## src/rtl/cmd_trk_pkg.sv

```systemverilog
package cmd_trk_pkg;
  // field positions that software decodes
  localparam int unsigned PROC_LSB  = 16;
  localparam int unsigned FLAG_BIT  = 8;
  localparam int unsigned LEVEL_BIT = 28;
  localparam int unsigned CIEN_BIT  = 29;
  localparam int unsigned LIEN_BIT  = 31;

  typedef struct packed {
    logic list_ien;
    logic cmd_ien;
    logic level;
  } irq_cfg_t;

  typedef enum logic {
    WORD_STATUS = 1'b0,
    WORD_CONFIG = 1'b1
  } word_sel_e;
endpackage

```

## src/rtl/cmd_cnt_core.sv

```systemverilog
module cmd_cnt_core #(
  parameter int unsigned CNT_W = 6
) (
  input  logic             clk,
  input  logic             rst_n,
  input  logic             evt_i,
  input  logic             cancel_i,
  input  logic             ack_wr,
  input  logic [CNT_W-1:0] ack_val,
  output logic [CNT_W-1:0] done_cnt,
  output logic [CNT_W-1:0] proc_cnt,
  output logic             act_flag,
  output logic             pending_nz
);
  // modulo distance between producer and consumer counts
  function automatic logic [CNT_W-1:0] pending_of(input logic [CNT_W-1:0] d,
                                                  input logic [CNT_W-1:0] p);
    return d - p;
  endfunction

  logic [CNT_W-1:0] pending;
  assign pending    = pending_of(done_cnt, proc_cnt);
  assign pending_nz = |pending;

  always_ff @(posedge clk) begin
    if (!rst_n) begin
      done_cnt <= '0;
      proc_cnt <= '0;
      act_flag <= 1'b0;
    end else begin
      if (evt_i)  done_cnt <= done_cnt + 1'b1;
      if (ack_wr) proc_cnt <= ack_val;
      if (evt_i)                  act_flag <= 1'b1;
      else if (ack_wr || cancel_i) act_flag <= 1'b0;
    end
  end
endmodule

```

## src/rtl/cmd_irq_gen.sv

```systemverilog
module cmd_irq_gen (
  input  logic clk,
  input  logic rst_n,
  input  logic level_mode,
  input  logic irq_en,
  input  logic pending_nz,
  input  logic evt_i,
  output logic irq_o
);
  logic irq_cond;
  assign irq_cond = irq_en && (level_mode ? pending_nz : evt_i);

  always_ff @(posedge clk) begin
    if (!rst_n) irq_o <= 1'b0;
    else        irq_o <= irq_cond;
  end
endmodule

```

## src/rtl/cmd_reg_if.sv

```systemverilog
module cmd_reg_if
  import cmd_trk_pkg::*;
#(
  parameter int unsigned CNT_W  = 6,
  parameter int unsigned DATA_W = 32
) (
  input  logic              clk,
  input  logic              rst_n,
  input  logic              bus_addr,
  input  logic              bus_wr,
  input  logic [DATA_W-1:0] bus_wdata,
  input  logic [CNT_W-1:0]  done_cnt,
  input  logic [CNT_W-1:0]  proc_cnt,
  input  logic              act_flag,
  output logic              ack_wr,
  output logic [CNT_W-1:0]  ack_val,
  output irq_cfg_t          cfg,
  output logic [DATA_W-1:0] bus_rdata
);
  word_sel_e sel;
  assign sel     = word_sel_e'(bus_addr);
  assign ack_wr  = bus_wr && (sel == WORD_STATUS);
  assign ack_val = bus_wdata[PROC_LSB +: CNT_W];

  always_ff @(posedge clk) begin
    if (!rst_n) begin
      cfg <= '0;
    end else if (bus_wr && sel == WORD_CONFIG) begin
      cfg.level    <= bus_wdata[LEVEL_BIT];
      cfg.cmd_ien  <= bus_wdata[CIEN_BIT];
      cfg.list_ien <= bus_wdata[LIEN_BIT];
    end
  end

  always_comb begin
    bus_rdata = '0;
    if (sel == WORD_STATUS) begin
      bus_rdata[0 +: CNT_W]        = done_cnt;
      bus_rdata[FLAG_BIT]          = act_flag;
      bus_rdata[PROC_LSB +: CNT_W] = proc_cnt;
    end else begin
      bus_rdata[LEVEL_BIT] = cfg.level;
      bus_rdata[CIEN_BIT]  = cfg.cmd_ien;
      bus_rdata[LIEN_BIT]  = cfg.list_ien;
    end
  end
endmodule

```

## src/rtl/cmd_done_tracker.sv

```systemverilog
module cmd_done_tracker
  import cmd_trk_pkg::*;
#(
  parameter int unsigned CNT_W  = 6,
  parameter int unsigned DATA_W = 32
) (
  input  logic              clk,
  input  logic              rst_n,
  input  logic              evt_i,
  input  logic              cancel_i,
  input  logic              bus_addr,
  input  logic              bus_wr,
  input  logic [DATA_W-1:0] bus_wdata,
  output logic [DATA_W-1:0] bus_rdata,
  output logic              irq_o
);
  logic [CNT_W-1:0] done_cnt, proc_cnt, ack_val;
  logic             act_flag, pending_nz, ack_wr, irq_en;
  irq_cfg_t         cfg;

  assign irq_en = cfg.cmd_ien | cfg.list_ien;

  cmd_cnt_core #(.CNT_W(CNT_W)) u_core (
    .clk(clk), .rst_n(rst_n), .evt_i(evt_i), .cancel_i(cancel_i),
    .ack_wr(ack_wr), .ack_val(ack_val), .done_cnt(done_cnt),
    .proc_cnt(proc_cnt), .act_flag(act_flag), .pending_nz(pending_nz)
  );

  cmd_reg_if #(.CNT_W(CNT_W), .DATA_W(DATA_W)) u_regs (
    .clk(clk), .rst_n(rst_n), .bus_addr(bus_addr), .bus_wr(bus_wr),
    .bus_wdata(bus_wdata), .done_cnt(done_cnt), .proc_cnt(proc_cnt),
    .act_flag(act_flag), .ack_wr(ack_wr), .ack_val(ack_val), .cfg(cfg),
    .bus_rdata(bus_rdata)
  );

  cmd_irq_gen u_irq (
    .clk(clk), .rst_n(rst_n), .level_mode(cfg.level), .irq_en(irq_en),
    .pending_nz(pending_nz), .evt_i(evt_i), .irq_o(irq_o)
  );
endmodule

```

## config.mk

```make
export PLATFORM = sky130hd
export DESIGN_NAME = cmd_done_tracker
export DESIGN_NICKNAME = d
export VERILOG_FILES = /design/src/rtl/cmd_trk_pkg.sv /design/src/rtl/cmd_cnt_core.sv /design/src/rtl/cmd_irq_gen.sv /design/src/rtl/cmd_reg_if.sv /design/src/rtl/cmd_done_tracker.sv
export SDC_FILE = /design/constraint.sdc
export NUM_CORES = 1
export LEC_CHECK = 0
export BUFFER_PORTS_ARGS = -buffer_cell sky130_fd_sc_hd__buf_2
export CAP_MARGIN = 40
export CORE_MARGIN = 4
export CORE_UTILIZATION = 44
export DETAILED_ROUTE_END_ITERATION = 10
export GPL_TIMING_DRIVEN = 0
export PLACE_DENSITY = 0.84
export SYNTH_ARGS = -nofsm -noshare
export SYNTH_HDL_FRONTEND = slang
export SYNTH_SLANG_ARGS = --single-unit
export TNS_END_PERCENT = 20
```

## constraint.sdc

```tcl
create_clock -name clk -period 2.98 [get_ports clk]
set_input_delay 0.149 -clock clk [delete_from_list [all_inputs] [get_ports clk]]
set_output_delay 0.149 -clock clk [all_outputs]
set_load 0.01 [all_outputs]
```

Yosys cells after proc, flatten, opt, wreduce, memory -nomap -nowiden
Cells that the tools add are included.
{"block": "totals", "regBits": 17, "input_bits": 38}
{"block": "classes", "addsub": 2, "bitwise": 2, "n_mux": 8, "reduce_logical": 6}
{"op": "6-bit two-way mux", "n": 2}
{"op": "6-bit by 1-bit adder with 6-bit output, second input constant", "n": 1}
{"op": "6-bit OR reduction", "n": 1}
{"op": "6-bit subtractor", "n": 1}
{"op": "1-bit two-way mux", "n": 5}
{"op": "1-bit logical AND", "n": 3}
{"op": "2-bit two-way mux", "n": 1}
{"op": "2-bit nonzero test", "n": 1}
{"op": "1-bit logical OR", "n": 1}
{"op": "1-bit inverter", "n": 1}
{"op": "1-bit bitwise OR", "n": 1}

Logic depth before layout (Yosys ltp)
{"block": "logic_depth", "ltp_word": 5, "depth_mapped": 6, "depth_no_buf": 6}

Hierarchy
A second synthesis with hierarchy kept.
{"block": "hier_totals", "hier_cells": 130, "area_unflattened_um2": 1123.6}
{"module": "cmd_cnt_core", "seq_area_each_um2": 260.2, "area_per_inst_um2": 680.7, "instances": 1, "cells_per_inst": 70}
{"module": "cmd_reg_if", "seq_area_each_um2": 60.1, "area_per_inst_um2": 399.1, "instances": 1, "cells_per_inst": 55}
{"module": "cmd_irq_gen", "seq_area_each_um2": 20.0, "area_per_inst_um2": 37.5, "instances": 1, "cells_per_inst": 4}
{"module": "cmd_done_tracker", "seq_area_each_um2": 0.0, "area_per_inst_um2": 6.3, "instances": 1, "cells_per_inst": 1}

Worst setup path after synthesis
No wires, ideal clock.
{"block": "synth_timing", "kind": "register -> register", "from": "register u_core.done_cnt[3]", "to": "register u_irq.irq_o", "path_stages_with_launch": 6, "setup_slack_ns": 1.745, "arrival_ns": 1.154, "setup_time_ns": 0.081, "path_cell_list": "dfxtp_1 -> ha_1 -> nor2_1 -> a2bb2oi_1 -> o21ai_1 -> a41oi_1"}
{"block": "synth_between", "elab_chain_cells": 4}
{"element": "start, declared", "line": "cmd_cnt_core.sv:10", "rtl": "output logic [CNT_W-1:0] done_cnt,"}
{"element": "start signal, assigned", "line": "cmd_cnt_core.sv:31", "rtl": "if (evt_i) done_cnt <= done_cnt + 1'b1;"}
{"element": "6-bit subtractor", "line": "cmd_cnt_core.sv:18", "rtl": "return d - p;"}
{"element": "6-bit OR reduction", "line": "cmd_cnt_core.sv:23", "rtl": "assign pending_nz = |pending;"}
{"element": "1-bit two-way mux", "line": "cmd_irq_gen.sv:11", "rtl": "assign irq_cond = irq_en && (level_mode ? pending_nz : evt_i);"}
{"element": "1-bit logical AND", "line": "cmd_irq_gen.sv:11"}
{"element": "end signal, assigned", "line": "cmd_irq_gen.sv:15", "rtl": "else irq_o <= irq_cond;"}
{"element": "end, declared", "line": "cmd_irq_gen.sv:8", "rtl": "output logic irq_o"}
Every way passes these cells.
A chain may end at the register's enable or synchronous reset.

Worst setup path in the final report
Same ends and word-level chain as after synthesis.

==> flow_metrics.tcl <==
set metrics [dict create \
    outcome "completed" \
    synthArstFlopShare 0 \
    critPathCaptureType "flop" \
    critPathMaxFanout 5 \
    start_util 0.473 \
    syn_avg_cell_area_um2 8.26 \
    seq_area_um2 340 \
    place.gp.congestion 0.782 \
    yosys.area_share.simple 0.262 \
    cap_violations 0 \
    netlist_instances 129 \
    leakage_uw 0.000705 \
    hold_buffers 0 \
    synthMuxAreaShare 0.0282 \
    fin_hold_ws_ps 109 \
    drive_above_1_share 0.303 \
    nets 223 \
    rsz0062_at_grt "no" \
    vias_per_cell 4.60 \
    pin_count 71 \
    grt_first_pass_wirelength_mm 3.71 \
    rr_startpoint "u_core.done_cnt[3]" \
    worst_slack_ps 1560 \
    final.min_clock_period_ps 1420 \
    postCtsSetupBuffers 0 \
    slew_viol_final 0 \
    yosys-top-cells-area "dfxtp_1 32%, buf_4 12%, nor2b_1 8.2%, ha_1 7.0%, nor2_1 4.2%" \
    num-fill-cells 226 \
    syn_area_mm2 0.00107 \
    path_delay_family "compound AO/OA/AOI/OAI gates" \
    track_usage 0.139 \
    synth_enable_flop_cells 0 \
    ant_nets 0 \
    path_clk_slew_ps 100 \
    crit_arrival_ps 1630 \
    place.detailed.hpwl_mm 1.87 \
    reg2reg_setup_slack_ps 1560 \
    cp.required_ps 3190 \
    insertion_delay_ps 280 \
    routedWlPerCell_um 11.1 \
    min_from "bus_wdata[28]" \
    num_vias 948 \
    cts_buffers 3 \
    final.setup_skew_ps 3.57 \
    synth_cell_types 31 \
    dieArea_mm2 0.00327 \
    core_mm2 0.00225 \
    synth_common_cells "17 x buf_4, 17 x dfxtp_1, 14 x nor2b_1, 12 x nor2_1, 8 x inv_1" \
    hold_end "u_regs.cfg[0]" \
    post_synth_fa_ha_maj_area_fraction 0.0704 \
    r2r_end "u_irq.irq_o" \
    clock_sinks 17 \
    place_ws_ps 1590 \
    multi_input_area_um2 601 \
    cpMaxStageDelayCell "dfxtp_1" \
    rr_worst_depth 5 \
    synth_top_family_by_area "simple AND/OR/NAND/NOR gates" \
    start_kind "flop" \
    overflow 0 \
    setup_viol 0 \
    min_path_cells 3 \
    ir_drop_v 0.000298 \
    grt_max_degree 11 \
    drt-total-wl_mm 2.29 \
    drc_errors 0 \
    antenna_cells 0 \
    yosys_warnings 0 \
    cp_num_cells 5 \
    die_x_um 57.2 \
    cts_root_buf "clkbuf_4" \
    h-tree-depth 1 \
    synth.largest_area_cell "dfxtp_1" \
    ys_seq_area_frac 0.319 \
    tritoncts "built" \
    synth-seq-cells 17 \
    grt_pass1_vias 935 \
    cts.repair.resized 0 \
    synth_xor_xnor_area_share 0.0493 \
    yosysTopAreaCellShare 0.319 \
    rows 17 \
    hold_violations 0 \
    port_buffers 30 \
    hp-class "input pin to flop" \
    cts_buffer_depth 2 \
    die_y_um 57.2 \
    worstPathCellList "ha_1 > nor2_1 > a2bb2oi_1 > o21ai_1 > a41oi_1" \
    fin_tns_setup_ps 0 \
    synthToLayoutAreaGrowth_pct 25.1 \
    first_iter_violations 10 \
    max_freq_ghz 0.706 \
    crit_type "flop to flop" \
    power_density_mw_per_mm2 350 \
    ys.flop_type "dfxtp_1" \
    slowest_delay_ps 430 \
    synth_compound_area_frac 0.0974 \
    dr.pass1.iters 4 \
    antenna_found_initial 0 \
    path_buf_inv 0 \
    fin_crit_sh 0.475 \
]
==> power by group <==
group	internal [µW]	total, µW	switching (µW)
Sequential	237	245	8.10
Clock	51.9	122	70.4
Combinational	49.1	100	50.9
Total	338	467	129
==> flip-flops by register name, indices dropped and copies added (netlist names) <==
name and count:
u_core.done_cnt 6, u_core.proc_cnt 6, u_regs.cfg 3, u_core.act_flag 1, u_irq.irq_o 1
==> through the flow <==
step,std cells,cell area (µm²),utilization,power [µW]
3_3_place_gp,202,1310,0.580,344
6_report,206,1330,0.592,467
3_5_place_dp,202,1310,0.580,349
2_1_floorplan,144,1120,-,321
4_1_cts,206,1330,0.592,472
5_1_grt,206,1330,0.592,495
==> how the worst max path moves through the flow <==
stage                     slack (ps)           to          startpoint
after detailed placement        1590  u_irq.irq_o  u_core.done_cnt[3]
after CTS                       1570  u_irq.irq_o  u_core.done_cnt[3]
after floorplan                 1740  u_irq.irq_o  u_core.done_cnt[3]
after global routing            1470  u_irq.irq_o  u_core.done_cnt[3]
after global placement          1660  u_irq.irq_o  u_core.done_cnt[3]
final                           1560  u_irq.irq_o  u_core.done_cnt[3]
==> logic make-up after synthesis <==
group	Yosys count
adders and majority gates	6
buffers and inverters	29
AOI/OAI and AO/OA	16
muxes	3
DFF	17
other	1
xor gates and xnor gates	6
and+or+nand+nor	51
==> worst min-delay path, delay by kind of cell <==
kind	cells	cell delay (ps)
buffers and inverters	1	100
and+or+nand+nor	1	60
AOI/OAI and AO/OA	1	50
==> routing by layer <==
layer | track usage | part of all wire | wire [µm] | vias up
met2 | 0.256 | 0.50 | 1140 | 37
met1 | 0.153 | 0.41 | 936 | 428
li1 | - | - | - | 483
met5 | 0 | 0 | 0 | -
met4 | 0.0430 | 0 | 0 | 0
met3 | 0.0385 | 0.090 | 206 | 0
==> placed cells by master, fill, tap and decap left out, types with 2 or more instances in the layout <==
| cell type | Yosys | routed |
|---|---|---|
| and2_1 | 7 | 7 |
| nand2_1 | 6 | 6 |
| clkbuf_1 | 2 | 3 |
| dfxtp_1 | 17 | 17 |
| mux2i_1 | 3 | 3 |
| xnor2_1 | 4 | 4 |
| buf_4 | 17 | 17 |
| buf_2 | 1 | 31 |
| xor2_1 | 2 | 2 |
| a21boi_1 | 4 | 4 |
| nand3_1 | 5 | 5 |
| inv_1 | 8 | 8 |
| a21oi_1 | 5 | 5 |
| nor2_1 | 12 | 12 |
| ha_1 | 6 | 6 |
| conb_1 | 1 | 16 |
| clkbuf_4 | 0 | 3 |
| nor2b_1 | 14 | 14 |
| o21ai_0 | 2 | 2 |
==> layout make-up <==
| type | instances | area share |
|---|---|---|
| clock buffers | 4 | 0.0197 |
| inverters | 8 | 0.0225 |
| repair buffers | 30 | 0.113 |
| multi-input cells | 98 | 0.450 |
| plain buffers | 21 | 0.114 |
| flip-flops and latches | 17 | 0.255 |
| well taps | 28 | 0.0263 |
Power figures use the tool's default switching activity.
